### src/rtl/audio_decim_pkg.sv
package audio_decim_pkg;

  // Clamp a wide signed value into a signed range of `width` bits.
  function automatic logic signed [63:0] clamp_signed(input logic signed [63:0] v,
                                                      input int unsigned width);
    logic signed [63:0] hi;
    logic signed [63:0] lo;
    hi = (64'sd1 <<< (width - 1)) - 64'sd1;
    lo = -(64'sd1 <<< (width - 1));
    if (v > hi)      clamp_signed = hi;
    else if (v < lo) clamp_signed = lo;
    else             clamp_signed = v;
  endfunction

endpackage

### src/rtl/cic_decim.sv
module cic_decim #(
  parameter int IN_W      = 4,
  parameter int GROWTH    = 12,
  parameter int ORDER     = 4,
  parameter int RATE_LOG2 = 3
) (
  input  logic                          clk,
  input  logic                          rst_ni,
  input  logic                          in_valid,
  input  logic signed [IN_W-1:0]        in_data,
  output logic                          out_valid,
  output logic signed [IN_W+GROWTH-1:0] out_data
);
  localparam int W = IN_W + GROWTH;

  logic signed [W-1:0] integ_q [ORDER];
  logic signed [W-1:0] integ_d [ORDER];
  logic signed [W-1:0] dly_q   [ORDER];
  logic signed [W-1:0] dly_d   [ORDER];
  logic signed [W-1:0] comb_res;
  logic [RATE_LOG2-1:0] phase_q, phase_d;
  logic                 decim_en;
  logic signed [W-1:0]  out_q, out_d;
  logic                 vld_q;

  assign decim_en = in_valid && (phase_q == {RATE_LOG2{1'b1}});

  // Integrator chain at the input rate
  always_comb begin
    logic signed [W-1:0] link;
    link = W'(in_data);
    for (int k = 0; k < ORDER; k++) begin
      integ_d[k] = integ_q[k] + link;
      link       = integ_d[k];
    end
  end

  // Comb chain at the decimated rate, differential delay one
  always_comb begin
    logic signed [W-1:0] link;
    link = integ_d[ORDER-1];
    for (int k = 0; k < ORDER; k++) begin
      dly_d[k] = link;
      link     = link - dly_q[k];
    end
    comb_res = link;
  end

  always_comb begin
    phase_d = in_valid ? phase_q + 1'b1 : phase_q;
    out_d   = decim_en ? comb_res : out_q;
  end

  always_ff @(posedge clk or negedge rst_ni) begin
    if (!rst_ni) begin
      for (int k = 0; k < ORDER; k++) begin
        integ_q[k] <= '0;
        dly_q[k]   <= '0;
      end
      phase_q <= '0;
      out_q   <= '0;
      vld_q   <= 1'b0;
    end else begin
      if (in_valid) begin
        for (int k = 0; k < ORDER; k++) integ_q[k] <= integ_d[k];
      end
      if (decim_en) begin
        for (int k = 0; k < ORDER; k++) dly_q[k] <= dly_d[k];
      end
      phase_q <= phase_d;
      out_q   <= out_d;
      vld_q   <= decim_en;
    end
  end

  assign out_valid = vld_q;
  assign out_data  = out_q;
endmodule

### src/rtl/halfband_decim.sv
module halfband_decim #(
  parameter int W = 26
) (
  input  logic                clk,
  input  logic                rst_ni,
  input  logic                in_valid,
  input  logic signed [W-1:0] in_data,
  output logic                out_valid,
  output logic signed [W-1:0] out_data
);
  localparam int TAPS  = 7;
  localparam int HIST  = TAPS - 1;
  localparam int SCALE = 5;            // coefficient sum is 32
  localparam int SW    = W + SCALE + 1;

  logic signed [W-1:0]  hist_q [HIST];
  logic                 phase_q, phase_d;
  logic signed [SW-1:0] acc;
  logic signed [W-1:0]  out_q, out_d;
  logic                 vld_q, emit;

  assign emit = in_valid && phase_q;

  // taps -1, 0, 9, 16, 9, 0, -1 : zero taps skipped
  always_comb begin
    logic signed [SW-1:0] t0, t2, t3, t4, t6;
    t0  = SW'(in_data);
    t2  = SW'(hist_q[1]);
    t3  = SW'(hist_q[2]);
    t4  = SW'(hist_q[3]);
    t6  = SW'(hist_q[5]);
    acc = (t2 <<< 3) + t2 + (t3 <<< 4) + (t4 <<< 3) + t4 - t0 - t6;
  end

  always_comb begin
    phase_d = in_valid ? ~phase_q : phase_q;
    out_d   = emit ? W'(acc >>> SCALE) : out_q;
  end

  always_ff @(posedge clk or negedge rst_ni) begin
    if (!rst_ni) begin
      for (int k = 0; k < HIST; k++) hist_q[k] <= '0;
      phase_q <= 1'b0;
      out_q   <= '0;
      vld_q   <= 1'b0;
    end else begin
      if (in_valid) begin
        hist_q[0] <= in_data;
        for (int k = 1; k < HIST; k++) hist_q[k] <= hist_q[k-1];
      end
      phase_q <= phase_d;
      out_q   <= out_d;
      vld_q   <= emit;
    end
  end

  assign out_valid = vld_q;
  assign out_data  = out_q;
endmodule

### src/rtl/dc_block_hp.sv
module dc_block_hp
  import audio_decim_pkg::*;
#(
  parameter int IN_W  = 26,
  parameter int OUT_W = 24,
  parameter int SHIFT = 10
) (
  input  logic                    clk,
  input  logic                    rst_ni,
  input  logic                    bypass,
  input  logic                    in_valid,
  input  logic signed [IN_W-1:0]  in_data,
  output logic                    out_valid,
  output logic signed [OUT_W-1:0] out_data
);
  localparam int AW = IN_W + 3;

  logic signed [IN_W-1:0]  xprev_q;
  logic signed [OUT_W-1:0] yprev_q, yprev_d;
  logic signed [OUT_W-1:0] out_q, out_d;
  logic                    vld_q;
  logic signed [AW-1:0]    leak, raw;
  logic signed [OUT_W-1:0] thru;

  always_comb begin
    logic signed [AW-1:0] yw;
    yw = AW'(yprev_q);
    // leak rounded away from zero so positive residue also decays to 0
    if (yw > 0) leak = (yw + AW'((1 << SHIFT) - 1)) >>> SHIFT;
    else        leak = yw >>> SHIFT;
    raw     = AW'(in_data) - AW'(xprev_q) + yw - leak;
    yprev_d = OUT_W'(clamp_signed(64'(raw), OUT_W));
    thru    = OUT_W'(clamp_signed(64'(in_data), OUT_W));
    if (!in_valid)   out_d = out_q;
    else if (bypass) out_d = thru;
    else             out_d = yprev_d;
  end

  always_ff @(posedge clk or negedge rst_ni) begin
    if (!rst_ni) begin
      xprev_q <= '0;
      yprev_q <= '0;
      out_q   <= '0;
      vld_q   <= 1'b0;
    end else begin
      if (in_valid) begin
        xprev_q <= in_data;
        yprev_q <= yprev_d;
      end
      out_q <= out_d;
      vld_q <= in_valid;
    end
  end

  assign out_valid = vld_q;
  assign out_data  = out_q;
endmodule

### src/rtl/audio_decim_chain.sv
module audio_decim_chain #(
  parameter int IN_W     = 4,
  parameter int OUT_W    = 24,
  parameter int GROWTH   = 12,
  parameter int NUM_HB   = 3,
  parameter int HB_GUARD = 2,
  parameter int HP_SHIFT = 10
) (
  input  logic                    clk,
  input  logic                    rst_n,
  input  logic                    in_valid,
  input  logic signed [IN_W-1:0]  in_sample,
  input  logic                    hp_bypass,
  output logic                    out_valid,
  output logic signed [OUT_W-1:0] out_sample
);
  localparam int CIC_W = IN_W + GROWTH;
  localparam int ALIGN = OUT_W - CIC_W;
  localparam int HB_W  = OUT_W + HB_GUARD;

  logic rst_meta_q, rst_sync_q;

  // asynchronous assertion, synchronous release
  always_ff @(posedge clk or negedge rst_n) begin
    if (!rst_n) begin
      rst_meta_q <= 1'b0;
      rst_sync_q <= 1'b0;
    end else begin
      rst_meta_q <= 1'b1;
      rst_sync_q <= rst_meta_q;
    end
  end

  logic                    cic_valid;
  logic signed [CIC_W-1:0] cic_data;

  cic_decim #(
    .IN_W(IN_W), .GROWTH(GROWTH), .ORDER(4), .RATE_LOG2(3)
  ) u_cic (
    .clk(clk), .rst_ni(rst_sync_q), .in_valid(in_valid), .in_data(in_sample),
    .out_valid(cic_valid), .out_data(cic_data)
  );

  logic                   hb_vld [NUM_HB+1];
  logic signed [HB_W-1:0] hb_dat [NUM_HB+1];

  assign hb_vld[0] = cic_valid;
  assign hb_dat[0] = HB_W'(signed'({cic_data, {ALIGN{1'b0}}}));

  for (genvar s = 0; s < NUM_HB; s++) begin : g_hb
    halfband_decim #(.W(HB_W)) u_hb (
      .clk(clk), .rst_ni(rst_sync_q),
      .in_valid(hb_vld[s]), .in_data(hb_dat[s]),
      .out_valid(hb_vld[s+1]), .out_data(hb_dat[s+1])
    );
  end

  dc_block_hp #(.IN_W(HB_W), .OUT_W(OUT_W), .SHIFT(HP_SHIFT)) u_hp (
    .clk(clk), .rst_ni(rst_sync_q), .bypass(hp_bypass),
    .in_valid(hb_vld[NUM_HB]), .in_data(hb_dat[NUM_HB]),
    .out_valid(out_valid), .out_data(out_sample)
  );
endmodule

### config.mk
export PLATFORM = sky130hd
export DESIGN_NAME = audio_decim_chain
export DESIGN_NICKNAME = d
export VERILOG_FILES = /design/src/rtl/audio_decim_pkg.sv /design/src/rtl/cic_decim.sv /design/src/rtl/halfband_decim.sv /design/src/rtl/dc_block_hp.sv /design/src/rtl/audio_decim_chain.sv
export SDC_FILE = /design/constraint.sdc
export NUM_CORES = 2
export LEC_CHECK = 0
export ABC_AREA = 1
export BUFFER_PORTS_ARGS = -buffer_cell sky130_fd_sc_hd__buf_2
export CAP_MARGIN = 20
export CORE_MARGIN = 2
export CORE_UTILIZATION = 40
export DETAILED_ROUTE_END_ITERATION = 6
export HOLD_SLACK_MARGIN = 0.05
export PLACE_DENSITY = 0.52
export SKIP_CTS_REPAIR_TIMING = 1
export SKIP_LAST_GASP = 1
export SLEW_MARGIN = 40
export SYNTH_ARGS = -nofsm -noshare
export SYNTH_HDL_FRONTEND = slang
export SYNTH_SLANG_ARGS = --single-unit
### constraint.sdc
create_clock -name clk -period 24.2 [get_ports clk]
set_clock_uncertainty 0.15 [all_clocks]
set_input_delay 3.63 -clock clk [delete_from_list [all_inputs] [get_ports clk]]
set_output_delay 3.63 -clock clk [all_outputs]
set_load 0.01 [all_outputs]
Word level (Yosys, flattened, before mapping)
Cells that the tools add are included.
{"block": "word_totals", "register_bits": 717, "latchBits": 0, "ram_bits": 0, "mem_bits_ro": 0, "inputBits": 8, "output_inout_bits": 25, "elab_cells": 94, "n_memories": 0}
{"block": "op_classes", "addsub": 31, "multipliers": 0, "div": 0, "magnitude_cmp": 5, "n_eq_ne": 1, "n_shift": 0, "n_mux": 6, "bitwise_logic": 3, "n_reduce_logical": 4}
{"cell": "$sub 31x26->31", "count": 4}
{"cell": "$mux 24", "count": 5}
{"cell": "$sub 16x16->16", "count": 4}
{"cell": "$add 30x30->31", "count": 2}
{"cell": "$add 31x26->31", "count": 2}
{"cell": "$add 31x29->31", "count": 2}
{"cell": "$sub 31x24->31", "count": 2}
{"cell": "$add 29x26->30", "count": 2}
{"cell": "$add 27x24->28", "count": 2}
{"cell": "$add 16x16->16", "count": 3}
{"cell": "$add 30x24->31", "count": 1}
{"cell": "$add 29x27->30", "count": 1}
{"cell": "$add 28x28->29", "count": 1}
{"cell": "$gt 29x24->1 const B", "count": 1}
{"cell": "$lt 29x24->1 const B", "count": 1}
{"cell": "$mux 29", "count": 1}
{"cell": "$sub 28x29->29", "count": 1}
{"cell": "$sub 26x26->27", "count": 1}
{"cell": "$gt 26x24->1 const B", "count": 1}
{"cell": "$lt 26x24->1 const B", "count": 1}
{"cell": "$add 24x11->25 const B", "count": 1}
{"cell": "$gt 24x1->1 const B", "count": 1}
{"cell": "$add 16x4->16", "count": 1}
{"cell": "$logic_and 1x1->1", "count": 4}
{"cell": "3 further kinds", "count": 5}

Longest topological paths before layout
{"block": "logic_depth", "ltp_word": 8, "ltp_mapped": 53, "ltp_nobuf": 53}

Hierarchy
Synthesis repeated with hierarchy kept, for this count alone.
{"block": "hier_totals", "hier_cells": 6072, "hier_area_um2": 53467.5}
{"mod": "halfband_decim at g_hb[1].u_hb", "instances": 1, "cells_per_inst": 1239, "area_each_um2": 11949.0}
{"mod": "halfband_decim at g_hb[2].u_hb", "instances": 1, "cells_per_inst": 1233, "area_each_um2": 11867.6}
{"mod": "halfband_decim at g_hb[0].u_hb", "instances": 1, "cells_per_inst": 1226, "area_each_um2": 11865.1}
{"mod": "cic_decim", "instances": 1, "cells_per_inst": 1373, "area_each_um2": 10742.8}
{"mod": "dc_block_hp", "instances": 1, "cells_per_inst": 997, "area_each_um2": 6985.4}
{"mod": "audio_decim_chain", "instances": 1, "cells_per_inst": 4, "area_each_um2": 57.6}

Least setup slack after synthesis
Ideal clock, no wire load.
{"block": "synth_path", "kind": "input port to flip-flop", "startpoint": "input port in_sample[0]", "endpoint": "register u_cic.out_q[15] (netlist: u_cic.out_data[15])", "setup_ns": 0.117, "arrival_time_ns": 11.264, "required_time_ns": 23.933, "slack_ns": 12.669, "path_stages": 48, "path_cell_list": "ha_1 fa_1 inv_1 fa_1 nand3b_1 and2_1 inv_1 a21oi_1 o21ai_0 xor2_1 inv_1 ha_1 nand2_1 o21ai_1 xor2_1 ha_1 nand2_1 inv_1 [... 12 more ...] inv_1 ha_1 nand2_1 o21ai_0 nand3_1 nand2_1 nand2_1 inv_1 nor2_1 ha_1 nand2_1 o21ai_0 a21oi_1 o21bai_1 xor2_1 nand3_1 nand3_1 nand2_1"}
{"element": "from (decl)", "line": "audio_decim_chain.sv:12", "source": "input logic signed [IN_W-1:0] in_sample,"}
{"element": "to (signal assigned)", "line": "cic_decim.sv:71", "source": "out_q <= out_d;"}
{"element": "to (decl)", "line": "cic_decim.sv:23", "source": "logic signed [W-1:0] out_q, out_d;"}

==> run_results.csv <==
group,metric,value,unit
run_status,status,"complete, no violations",
routing,drtPass1Iterations,5,
clock_tree,cts_made_buffers,87,
floorplanning,die_y,341,µm
finish,fill_cells,11116,
grt,grt_max_degree,140,
grt,grtUsageTotal,0.177,
routing,vias,30955,
timing,setup-violations-final,0,
routing,drc_errors,0,
grt,antenna_found_initial,0,
floorplanning,die_w,341,µm
grt,grt_pass1_wl,167000,µm
finish,seq_area,17400,µm²
timing,slew_viol_final,0,
setup_path,critical_path.max_stage_delay,530,ps
timing,maxSlewHeadroom,0.498,
synthesis,synth_seq_cells,696,
finish,diodes,0,
floorplanning,pin_count,33,
grt,grt_pass1_vias,31892,
floorplanning,fp.coreArea,113000,µm²
setup_path,crit_path_start_kind,"input port",
timing,hold_viol_final,0,
clock_tree,clk_path_buf_depth,3,
timing,worst_slack,12200,ps
timing,period_share,0.496,
clock_tree,clkTransAtPathRegs,60,ps
setup_path,crit_arrival,12400,ps
routing,wl,98600,µm
synthesis,avgSynthCellArea,9.15,µm²
setup_path,reg2reg_setup_slack,14910,ps
floorplanning,die_area,116000,µm²
flow_run,cap_violations,0,
finish,nets,5637,
timing,period_needed,12000,ps
finish,layout-area-overhead-vs-synth,10.2,%
setup_path,critPathRequiredTime,24600,ps
setup_path,path_class,"input port to flip-flop",
grt,grt-ovfl-total,0,
synthesis,synthArstFlopShare,1.00,
placement,dp_hpwl,74400,µm
routing,antenna_left,0,
timing,grt_setup_unrepaired,"false",
clock_tree,cts_tree,"built",
clock_tree,htreeDepth,3,
synthesis,yosysUniqueCellTypes,62,
routing,wl_per_cell,15.1,µm
placement,portBuffers,32,
clock_tree,insertion_delay,660,ps
min_path,hold_path_class,"flip-flop to async pin",
floorplanning,start_util,0.404,
setup_path,crit_fanout,6,
clock_tree,ctsRootBufferMaster,"clkbuf_16",
timing,whs,103,ps
synthesis,ys.flop_type,"dfrtp_1",
finish,multi_input_area,24100,µm²
synthesis,syn_inst,4973,
synthesis,synth_nets,5636,
placement,gp_congestion,0.894,
synthesis,synth_edf_count,0,
timing,timing.setup.tns,0,ps
setup_path,slowest_stage,"fa_1",
floorplanning,rows,123,
placement,place_ws,11510,ps
routing,drtIter0Drc,1639,
clock_tree,cts_sinks,696,
synthesis,yosysWarnings,0,
synthesis,ys_seq_area_frac,0.383,
synthesis,syn_area,45500,µm²
setup_path,endpoint_kind,"flip-flop",
finish,drive_gt1_frac,0.0621,
timing,fmax,0.0833,GHz
timing,worstMarginPinSlew,754,ps
routing,viasPerCell,4.74,
==> final cells by class <==
class	count	area share
Clock buffer	128	0.0505
Multi-Input combinational cell	3215	0.481
Tap cell	1500	0.0374
Clock inverter	24	0.00517
Timing Repair Buffer	63	0.0102
Sequential cell	696	0.348
Inverter	911	0.0682
==> flip-flops by register name (all words and copies together) (netlist names) <==
signal	cells
u_cic.integ_q	64
u_hp.out_valid	1
rst_meta_q	1
u_cic.phase_q	3
g_hb.u_hb.phase_q	3
u_cic.out_valid	1
u_hp.xprev_q	26
u_hp.yprev_q	24
u_cic.dly_q	64
rst_sync_q	1
g_hb.u_hb.hist_q	390
u_cic.out_data	16
g_hb.u_hb.out_data	75
g_hb.u_hb.out_valid	3
u_hp.out_data	24
==> Yosys cell counts, drive strengths merged, types with 11 or more instances <==
master | count | area share
a21oi | 355 | 0.040
a22oi | 24 | 0.0040
a31oi | 15 | 0.0021
buf | 21 | 0.0022
clkbuf | 130 | 0.011
dfrtp | 696 | 0.38
fa | 395 | 0.17
ha | 260 | 0.071
inv | 908 | 0.075
mux2 | 45 | 0.011
nand2 | 918 | 0.076
nand3 | 104 | 0.012
nand4 | 15 | 0.0022
nor2 | 263 | 0.022
nor3 | 19 | 0.0021
o21a | 11 | 0.0018
o21ai | 486 | 0.055
o21bai | 26 | 0.0045
or2 | 12 | 0.0016
xnor2 | 73 | 0.014
xor2 | 126 | 0.024
==> per-layer routing <==
layer  track usage  wire length, µm  up-vias
li1              -                -    15614
met1         0.232            45200    14890
met2         0.299            47200      309
met3        0.0247             2880      142
met4        0.0619             3390        0
met5             0                0        -
==> cells by family after synthesis <==
group / share of synthesized area
AOI/OAI and AO/OA: 0.116
DFF: 0.383
and+or+nand+nor: 0.119
xor gates and xnor gates: 0.0383
other: 0.0000824
buffers and inverters: 0.0880
muxes: 0.0111
adders and majority gates: 0.245
==> layout by cell type (no fill, tap or decap), types with 24 or more instances in the layout <==
cell       instances
nand2_1          903
inv_1            900
dfrtp_1          692
o21ai_0          449
fa_1             395
a21oi_1          348
ha_1             260
nor2_1           258
xor2_1           126
nand3_1           97
clkbuf_16         89
xnor2_1           73
mux2_2            45
buf_2             32
o21ai_1           25
o21bai_1          24
a22oi_1           24
==> through the flow <==
stage	instances	utilization	area (µm²)
after floorplan	4973	-	45500
after global placement	6381	0.419	47200
after detailed placement	6384	0.420	47300
after CTS	6536	0.445	50100
after global routing	6537	0.445	50100
final	6537	0.445	50100
==> critical path, delay by kind of cell <==
family / cells / cell delay, ps
AO/OA/AOI/OAI: 11 / 2530
adder cells (fa/ha/maj): 9 / 3210
buffers and inverters: 8 / 530
AND/OR/NAND/NOR: 11 / 1270
XOR/XNOR: 6 / 1240
==> path summary, 6_finish.rpt <==
kind	end	cells after the start	start
worst min-delay path	g_hb[1].u_hb.out_data[23]	1	rst_sync_q
max in group asynchronous	rst_sync_q	1	rst_n
worst max-delay path	u_cic.out_data[15]	45	in_sample[0]
worst min register to register	g_hb[1].u_hb.out_data[23]	1	rst_sync_q
worst max register to register	u_cic.out_data[15]	44	u_cic.integ_q[48]
min in group clk	rst_sync_q	0	rst_meta_q
Power is not shown: default switching activity piles up to over one toggle a cycle in this logic, so the estimate is an artifact.
